**config.mk**
```make
export PLATFORM = sky130hd
export DESIGN_NAME = irq_steer_top
export DESIGN_NICKNAME = d
export VERILOG_FILES = /design/src/rtl/irq_steer_pkg.sv /design/src/rtl/irq_route_regs.sv /design/src/rtl/irq_route_dec.sv /design/src/rtl/irq_merge.sv /design/src/rtl/irq_steer_top.sv
export SDC_FILE = /design/constraint.sdc
export NUM_CORES = 1
export LEC_CHECK = 0
export BUFFER_PORTS_ARGS = -buffer_cell sky130_fd_sc_hd__buf_2
export CORE_ASPECT_RATIO = 1.1
export CORE_MARGIN = 2
export CORE_UTILIZATION = 56
export CTS_CLUSTER_SIZE = 10
export DETAILED_ROUTE_END_ITERATION = 8
export HOLD_SLACK_MARGIN = 0.1
export PLACE_DENSITY = 0.81
export SETUP_SLACK_MARGIN = 0.02
export SYNTH_ARGS = -nofsm -noshare
export SYNTH_HDL_FRONTEND = slang
export SYNTH_SLANG_ARGS = --single-unit
```
**constraint.sdc**
```tcl
create_clock -name clk_i -period 1.7 [get_ports clk_i]
set_input_delay 0.085 -clock clk_i [delete_from_list [all_inputs] [get_ports clk_i]]
set_output_delay 0.085 -clock clk_i [all_outputs]
set_load 0.1 [all_outputs]
```
**src/rtl/irq_steer_pkg.sv**
```systemverilog
package irq_steer_pkg;
  localparam int IRQ_W   = 16;
  localparam int NUM_W   = $clog2(IRQ_W);
  localparam int CTL_BIT = 7;
  localparam logic [7:0] RT_MASK = 8'h8F;
  localparam logic [7:0] RT_RST  = 8'h80;
  typedef logic [7:0] route_t;
endpackage

```
**src/rtl/irq_route_regs.sv**
```systemverilog
module irq_route_regs
  import irq_steer_pkg::*;
#(
  parameter int NSRC = 6,
  parameter int AW   = 3
) (
  input  logic                 clk_i,
  input  logic                 rst_ni,
  input  logic                 wr_en_i,
  input  logic [AW-1:0]        addr_i,
  input  logic [7:0]           wdata_i,
  output logic [7:0]           rdata_o,
  output route_t [NSRC-1:0]    route_o
);
  route_t [NSRC-1:0] q;

  always_ff @(posedge clk_i or negedge rst_ni) begin
    if (!rst_ni) begin
      for (int i = 0; i < NSRC; i++) q[i] <= RT_RST;
    end else if (wr_en_i) begin
      for (int i = 0; i < NSRC; i++)
        if (int'(addr_i) == i) q[i] <= wdata_i & RT_MASK;
    end
  end

  always_comb begin
    rdata_o = '0;
    for (int i = 0; i < NSRC; i++)
      if (int'(addr_i) == i) rdata_o = q[i];
  end

  assign route_o = q;
endmodule

```
**src/rtl/irq_route_dec.sv**
```systemverilog
module irq_route_dec
  import irq_steer_pkg::*;
#(
  parameter logic [IRQ_W-1:0] RSVD_MASK = 16'h2105
) (
  input  logic             en_i,
  input  logic             req_i,
  input  logic [NUM_W-1:0] num_i,
  output logic [IRQ_W-1:0] vec_o
);
  logic [IRQ_W-1:0] onehot;

  always_comb begin
    onehot = '0;
    onehot[num_i] = 1'b1;
    vec_o = (en_i && req_i) ? (onehot & ~RSVD_MASK) : '0;
  end
endmodule

```
**src/rtl/irq_merge.sv**
```systemverilog
module irq_merge
  import irq_steer_pkg::*;
#(
  parameter int NSRC = 6
) (
  input  logic [NSRC-1:0][IRQ_W-1:0] vec_i,
  output logic [IRQ_W-1:0]           irq_o
);
  always_comb begin
    irq_o = '0;
    for (int i = 0; i < NSRC; i++) irq_o = irq_o | vec_i[i];
  end
endmodule

```
**src/rtl/irq_steer_top.sv**
```systemverilog
module irq_steer_top
  import irq_steer_pkg::*;
#(
  parameter int               NUM_PCI   = 4,
  parameter logic [IRQ_W-1:0] RSVD_MASK = 16'h2105,
  localparam int              NSRC      = NUM_PCI + 2,
  localparam int              AW        = $clog2(NSRC)
) (
  input  logic               clk_i,
  input  logic               rst_ni,
  input  logic               wr_en_i,
  input  logic [AW-1:0]      addr_i,
  input  logic [7:0]         wdata_i,
  output logic [7:0]         rdata_o,
  input  logic [NUM_PCI-1:0] pci_int_ni,
  input  logic               mb_int_ni,
  input  logic [1:0]         ide_int_i,
  output logic [IRQ_W-1:0]   irq_o
);
  localparam int MB_IDX  = NUM_PCI;
  localparam int IDE_IDX = NUM_PCI + 1;

  route_t [NSRC-1:0]          route_q;
  logic   [NSRC-1:0]          src_en;
  logic   [NSRC-1:0]          src_req;
  logic   [NSRC-1:0][IRQ_W-1:0] src_vec;
  logic                       unused_rt_bits;

  irq_route_regs #(.NSRC(NSRC), .AW(AW)) u_regs (
    .clk_i   (clk_i),
    .rst_ni  (rst_ni),
    .wr_en_i (wr_en_i),
    .addr_i  (addr_i),
    .wdata_i (wdata_i),
    .rdata_o (rdata_o),
    .route_o (route_q)
  );

  for (genvar i = 0; i < NSRC; i++) begin : g_src
    if (i < NUM_PCI) begin : g_pci
      assign src_en[i]  = !route_q[i][CTL_BIT];
      assign src_req[i] = !pci_int_ni[i];
    end else if (i == MB_IDX) begin : g_mb
      assign src_en[i]  = !route_q[i][CTL_BIT];
      assign src_req[i] = !mb_int_ni;
    end else begin : g_ide
      // IDE control bit is an enable, not a disable
      assign src_en[i]  = route_q[i][CTL_BIT];
      assign src_req[i] = |ide_int_i;
    end

    irq_route_dec #(.RSVD_MASK(RSVD_MASK)) u_dec (
      .en_i  (src_en[i]),
      .req_i (src_req[i]),
      .num_i (route_q[i][NUM_W-1:0]),
      .vec_o (src_vec[i])
    );
  end

  irq_merge #(.NSRC(NSRC)) u_merge (
    .vec_i (src_vec),
    .irq_o (irq_o)
  );

  always_comb begin
    unused_rt_bits = 1'b0;
    for (int i = 0; i < NSRC; i++)
      unused_rt_bits = unused_rt_bits ^ (^route_q[i][CTL_BIT-1:NUM_W]);
  end
endmodule

```
Yosys cells after proc, flatten, opt, wreduce, memory -nomap -nowiden
Index checks and enable logic that the tools add are counted.

operators by class
  order comparisons = 12
  equality and inequality tests = 5
  muxes and demuxes = 24
  bitwise operators = 5
  reduce and logical (&&, ||, !) cells = 30

operators by type and width
  operator                                                                       count
  16-bit 2-to-1 mux                                                              6
  16-bit OR                                                                      5
  8-bit 2-to-1 mux                                                               6
  4-bit by 5-bit less-than comparator with 1-bit output (second input constant)  6
  1-bit demux with 4-bit select                                                  6
  4-bit by 1-bit >= comparator with 1-bit output (second input constant)         6
  3-bit == test (second input constant)                                          4
  1-bit logical AND                                                              12
  2-bit AND reduction                                                            6
  1-bit zero test                                                                10
  1-bit 2-to-1 mux                                                               6
  3-bit by 2-bit == test with 1-bit output (second input constant)               1
  3-bit zero test                                                                1
  2-bit OR reduction                                                             1

word-level totals
  bits in registers = 30
  bits of input ports = 21
  word-level logic and storage cells = 82

Longest topological paths before layout
Gate-level depths: netlist of the first run.

  word-level depth = 10
  gate-level depth with buffers = 5

Cells and area by module
From an unflattened synthesis of the first run, not the netlist that was laid out.

second synthesis, totals
  cells, all modules = 321
  area total of the unflattened synthesis = 2731.4 um2

modules (own cells, without submodules)
  module                               times used  cells an instance  area each (um2)  sequential area each (um2)
  irq_route_regs                       1           118                1621.6           758.2
  irq_route_dec at g_src[0].u_dec ...  5           24                 136.4            0.0
  irq_merge                            1           48                 220.2            0.0
  irq_route_dec at g_src[5].u_dec      1           24                 163.9            0.0
  irq_steer_top                        1           11                 43.8             0.0

Worst setup path after synthesis of the first run
Ideal clock, no wire load.

  path type = register to output
  start = reg u_regs.q, in the netlist u_regs.route_o[32]
  end = out rdata_o[0]
  arrival time = 2738 ps
  slack = -1123 ps
  stages on the path, launching flop included = 4
  buffers on the path = 1
  cell sequence = dfrtp_1 clkbuf_1 mux2i_1 o21ai_0

between the ends
  cells in the longest elaborated chain, start to end = 2

ends and longest elaborated chain
  item                           line                  RTL
  start: declaration             irq_route_regs.sv:15  route_t [NSRC-1:0] q;
  8-bit 2-to-1 mux (2 in a row)  irq_route_regs.sv:29  if (int'(addr_i) == i) rdata_o = q[i];
  end: declaration               irq_steer_top.sv:14   output logic [7:0] rdata_o,

Every way passes these cells.

Worst setup path after layout of the first run
  start = reg u_regs.q, in the netlist u_regs.route_o[15]
  end = out irq_o[5]

between the ends
  cells in the longest elaborated chain, start to end = 8

ends and longest elaborated chain
  item                    line                 RTL
  1-bit zero test         irq_steer_top.sv:41  assign src_en[i] = !route_q[i][CTL_BIT];
  1-bit logical AND       irq_route_dec.sv:16  vec_o = (en_i && req_i) ? (onehot & ~RSVD_MASK) : '0;
  16-bit 2-to-1 mux       irq_route_dec.sv:16
  16-bit OR (5 in a row)  irq_merge.sv:11      for (int i = 0; i < NSRC; i++) irq_o = irq_o | vec_i[i];
  end: declaration        irq_steer_top.sv:18  output logic [IRQ_W-1:0] irq_o

Every way passes these cells.

==> metrics.txt, run 1 <==
initial antenna violation count 0; reg2reg setup slack between 0.6 and 0.7 ns; Synth top area share 0.257; Slew @ Worst Pin 0.685 ns; most instantiated cells after synthesis mux2_2, dfrtp_1, a22oi_1, nand2_1, nand4_1; WP data arrival 1.79 ns; HP Class in2reg; Async S/R FF share, synth 1.00; maxcap violations 0; Post-synth EDFFs 0; vias 2604; clock sinks 30; fill cell count 179; Rel. slew slack 0.543; CP startpoint kind flip-flop; gr usage total 0.378; FP Rows 24; final hold vios 0; clk buf depth 2; total power draw 4.18 mW; H-tree depth 2; Leak around 1.3 nW; placed cell count roughly 330; Critical Path Max Stage Delay 0.59 ns; placed cell area 2920 µm²; Worst setup EP type output pin; pin count of the biggest net entering global routing 31; clk_skew 0 ns; CTS clk-pin slew, worst paths approximately 0.060 ns; CORE AREA 3990 µm²; most frequent cell after synthesis mux2_2; Detail Route Antenna Nets 0; Ys Warns 0; routed wire length 8830 µm; peak supply drop 921 µV; Synth Register Bits 30; TritonCTS Buffers 5; fin cells 352; WHS 0.143 ns; CP Data Required Time about 1.6 ns; Hold Path End u_regs.route_o[34]; violations in the final reports setup timing; setup tns final -1.79 ns; status finished with violations; Final setup violation count 15; vias in the first global route 2443; # diodes 0; total grt overflow 0; clock root buffer clkbuf_8; die width approximately 66 µm; crit path max fanout 5; Via density 7.40; first-pass GRT wire length 13200 µm; Synth area leader dfrtp_1; Post-Synthesis Cell Area 2330 µm²; Slew Limit Fails 0; DP Worst Slack ~0.05 ns; Crit-path slowest cell dfstp_2; max FFs per register 30; DR pass1 iterations 5; layout cells sized above 1 0.580; post-synthesis cell count 231; Avg Cell Area, Syn 10.1 µm²; RePlAce Congestion 1.04; die area 4700 µm²; port bufs 34; pwr dens 1220 nW/µm²; Synth area leaders dfrtp_1, mux2_2, dfstp_2, a22oi_1, nand4_1; register area share after synthesis 0.325; Design Area, Final around 3400 µm²; TritonCTS clock tree done; fin crit share 1.10; hold path cells 2; DR iter-0 viols around 400; post-layout min period about 1.9 ns; fmax ~0.53 GHz; r2r endpoint u_regs.route_o[19]; DPL Wire Length between 5000 and 6000 µm; initial core utilization 0.585; post-synthesis cell type count 39; RSZ-0062 raised after global routing true; Synth Flop Type dfrtp_1; drt drc 0; Top Ports 45; Clk Latency, worst-skew pair 0.29 ns; CP cell instances nor4b_2, buf_4, a22oi_1, nand4_1, buf_12; Final Core Density 0.859; nets 320; R2R cell count 3; final setup margin -0.175 ns; worst r2r src u_regs.route_o[19]; DR WL/cell 25.1 µm; hold path start wdata_i[2]; die height 71.7 µm; critical path class reg2out; Syn-to-layout area delta 47.0%
worst max-delay path: cells and delay by family, from the launching register on:
kind / cells / cell delay, ns
AO/OA/AOI/OAI: 1 / 0.24
AND/OR/NAND/NOR: 2 / 0.29
buffers and inverters: 2 / 0.38
flip-flops: 1 / 0.59
timing repair:
action | 4_1_cts | 5_1_grt
setup buffers | 9 | 9
setup endpoints to repair | 17 | 17
resized for setup | 44 | 22
hold buffers | 1 | 0
hold endpoints to repair | 24 | 0
pin swaps | 21 | 22
placed cells by master, fill, tap and decap left out, types with 3 or more instances in the layout:
cell	n
nand4_1	16
a221o_1	4
nand4b_1	7
o21ai_0	3
buf_4	36
nand2_1	13
conb_1	7
dfstp_2	6
a22oi_2	6
buf_2	17
a32oi_1	4
buf_12	14
a32oi_2	3
nor4b_4	6
dfrtp_2	14
nand3b_1	6
buf_6	6
nor2_1	7
nor4bb_4	3
mux2_2	30
and2_1	4
dfrtp_1	10
clkbuf_8	6
nor2b_1	12
mux2i_1	4
nor4b_2	4
inv_1	3
a22oi_1	10
metal layers:
metal  vias to the layer above  track usage  share of wire
met3                        80       0.0534          0.082
met1                      1259        0.472           0.37
met2                       219        0.637           0.47
li1                       1046            -              -
met4                         0        0.192          0.071
met5                         -            0              0
logic make-up (layout without fill, tap and decap cells):
family	after synthesis	after routing	share of synthesized area
compound gates	40	40	0.133
buf+inv	23	86	0.0584
flops	30	30	0.325
mux	36	36	0.181
other cells	1	7	0.00161
simple gates	101	101	0.301
where the power goes:
part	total [mW]	switching (mW)	internal (mW)
clock network	0.596	0.270	0.326
registers	1.26	0.346	0.912
logic	2.32	1.37	0.951
total	4.18	1.99	2.19
worst max path at each step:
stage,endpoint,slack (ns),depth (start not counted),from
floorplan,irq_o[6],-0.19,4,u_regs.route_o[23]
global placement,rdata_o[3],0.06,3,u_regs.route_o[27]
detailed placement,rdata_o[3],0.05,3,u_regs.route_o[27]
CTS,rdata_o[3],-0.13,3,u_regs.route_o[27]
global route,irq_o[5],-0.24,5,u_regs.route_o[15]
finish,irq_o[5],-0.17,5,u_regs.route_o[15]
area by class of cell:
cell class,count,area [µm²],area share
Clock buffer,7,86.3,0.0252
Tap cell,52,65.1,0.0190
Inverter,3,11.3,0.00328
Sequential cell,30,776,0.226
Multi-Input combinational cell,184,1760,0.513
Timing Repair Buffer,75,728,0.212
Clock inverter,1,5.00,0.00146
No activity file was read; power rests on OpenSTA's default activity.
==> run 2: changes to the inputs <==
SKIP_CTS_REPAIR_TIMING = 1   (was unset)
==> run 2 against run 1 <==
The run still ends with setup timing left. Worst setup slack got worse by 0.043 ns. Routed wire length decreased by 6.3%. Cell count decreased by 2.3%. Clock power decreased by 0.8%. Via count decreased by 5.9%. First-iteration DRC count decreased by 13%. Maximum frequency decreased by 2.2%. Hold slack got worse by 0.00059 ns. Largest cell class unchanged. Largest power group unchanged.
==> metrics.txt, run 2 (synthesis gave the netlist of run 1 again) <==
status finished with violations; violations in the final reports setup timing; CP startpoint kind flip-flop; total power draw 4.02 mW (-3.7%); crit path max fanout 6 (+1); Final setup violation count 14 (-1); fin crit share 1.13 (+0.0253); post-layout min period 1.92 ns (+0.0431 ns); max FFs per register 30 (unchanged); initial antenna violation count 0 (unchanged); CORE AREA 3990 µm² (unchanged); DPL Wire Length 5800 µm (unchanged); area of the multi-input gates 1710 µm² (-2.6%); initial core utilization 0.585 (unchanged); wire length on met3 770 µm (+6.8%); vias 2450 (-5.9%); pin count of the biggest net entering global routing 31 (unchanged); Switching Fraction 0.475 (about the same); Rel. slew slack 0.544 (+0.000585); CTS clk-pin slew, worst paths 0.06 ns (about the same); Slew Limit Fails 0 (unchanged); # diodes 0 (unchanged); port bufs 34 (unchanged); clk_skew 0 ns (unchanged); Top Ports 45 (unchanged); HP Class in2reg; Power Internal 2.11 mW (-3.6%); final hold vios 0 (unchanged); hold path cells 2 (unchanged); fill cell count 206 (+15%); Via density 7.12 (-3.7%); WP data arrival 1.83 ns (+0.04 ns); Clk Latency, worst-skew pair 0.29 ns (about the same); FP Rows 24 (unchanged); clock sinks 30 (unchanged); Detail Route Antenna Nets 0 (unchanged); final setup margin -0.218 ns (-0.0431 ns); gr usage total 0.353 (-0.0255); Worst setup EP type output pin; clock root buffer clkbuf_8; Post-Route M1 WL 3100 µm (-5.6%); CP cell instances buf_6, nor4b_4, a22oi_1, nand4_1, buf_12; placed cell count 328 (unchanged); first-pass GRT wire length 12200 µm (-7.2%); top routing layer used met4; die area 4700 µm² (unchanged); DR pass1 iterations 7 (+2); maxcap violations 0 (unchanged); fmax 0.521 GHz (-2.2%); die width 65.6 µm (unchanged); DR WL/cell 24.0 µm (-4.2%); peak supply drop 901 µV (-2.2%); met2 wire length 3960 µm (-5.7%); total grt overflow 0 (unchanged); CP bufs+invs 2 (unchanged); RePlAce Congestion 1.04 (unchanged); H-tree depth 2 (unchanged); commonest cells after routing, fill and taps aside mux2_2, buf_4, buf_2, nand4_1, nand2_1; Levels on crit path 5 (unchanged); layout cells sized above 1 0.541 (-0.0389); RSZ-0062 raised after global routing true; TritonCTS clock tree done; fin cells 344 (-2.3%); R2R cell count 2 (-1); drt drc 0 (unchanged); WHS 0.142 ns (-0.000593 ns); clk buf depth 2 (unchanged); DR iter-0 viols 345 (-13%); Slew @ Worst Pin 0.684 ns (-0.000879 ns); Leak 1.30 nW (-3.6%); CP Data Required Time 1.62 ns (about the same); nets 312 (-2.5%); sequential power share 0.310 (+0.009); CP top delay family simple AND/OR/NAND/NOR gates; Logic pwr share 0.544 (-0.012); Crit-path slowest cell dfrtp_1; pwr dens 1210 nW/µm² (-0.21%); TritonCTS Buffers 5 (unchanged); die height 71.7 µm (unchanged); FF+latch area 771 µm² (-0.65%); routed wire length 8270 µm (-6.3%); vias in the first global route 2254 (-7.7%); Net Sw Power 1.91 mW (-3.8%); Clock Power Share 0.147 (+0.004); Syn-to-layout area delta 41.9%; critical path class reg2out; Critical Path Max Stage Delay 0.42 ns (-0.17 ns)
[run 2: cell count changes in the layout (fill, tap and decap cells not counted), moves of 2 or more]
cell | previous run | this run
buf_6 | 6 | 4
dfrtp_1 | 10 | 14
a32oi_2 | 3 | 5
buf_4 | 36 | 30
nand2_1 | 13 | 15
dfrtp_2 | 14 | 10
[run 2: final timing paths]
check	start	slack, ns	end
min reg2reg	u_regs.route_o[43]	0.58	u_regs.route_o[43]
max in group asynchronous	rst_ni	0.84	u_regs.route_o[17]
min	wdata_i[2]	0.14	u_regs.route_o[34]
max	u_regs.route_o[19]	-0.22	irq_o[5]
min in group asynchronous	rst_ni	0.37	u_regs.route_o[35]
max reg2reg	u_regs.route_o[31]	0.68	u_regs.route_o[31]
[run 2: power by group through the flow]
| stage | Combinational [mW] | Sequential, mW | Clock, mW |
|---|---|---|---|
| 2_1_floorplan | 1.38 | 1.07 | 0 |
| 3_3_place_gp | 1.88 | 1.19 | 0 |
| 3_5_place_dp | 1.91 | 1.20 | 0 |
| 4_1_cts | 1.92 | 1.19 | 0.588 |
| 5_1_grt | 2.26 | 1.27 | 0.625 |
| 6_report | 2.19 | 1.25 | 0.591 |
[run 2: layer usage]
metal | vias to the layer above | global-route usage
li1 | 1031 | -
met1 | 1165 | 0.438
met2 | 203 | 0.599
met3 | 51 | 0.0581
met4 | 0 | 0.162
met5 | - | 0
[run 2: worst reg2reg max path, stage by stage, from the launching register on]
cell	delay [ns]
dfstp_2	0.66
buf_4	0.17
mux2_2	0.14
[run 2: per-stage QoR]
| step | TNS (ns) | utilization | cell area [µm²] | worst slack, ns |
|---|---|---|---|---|
| 4_1_cts | -2.76 | 0.753 | 3010 | -0.256 |
| 5_1_grt | -2.61 | 0.830 | 3310 | -0.231 |
| 3_5_place_dp | 0 | 0.730 | 2920 | 0.0498 |
| 3_3_place_gp | 0 | 0.730 | 2920 | 0.0584 |
| 2_1_floorplan | -1.99 | - | 2430 | -0.191 |
| 6_report | -1.97 | 0.830 | 3310 | -0.218 |
[run 2: layout make-up]
| cell class | instances | area share |
|---|---|---|
| multi-input cells | 184 | 0.517 |
| flip-flops and latches | 30 | 0.233 |
| clock inverters | 1 | 0.00151 |
| clock buffers | 7 | 0.0261 |
| repair buffers | 67 | 0.199 |
| well taps | 52 | 0.0196 |
| inverters | 3 | 0.00340 |
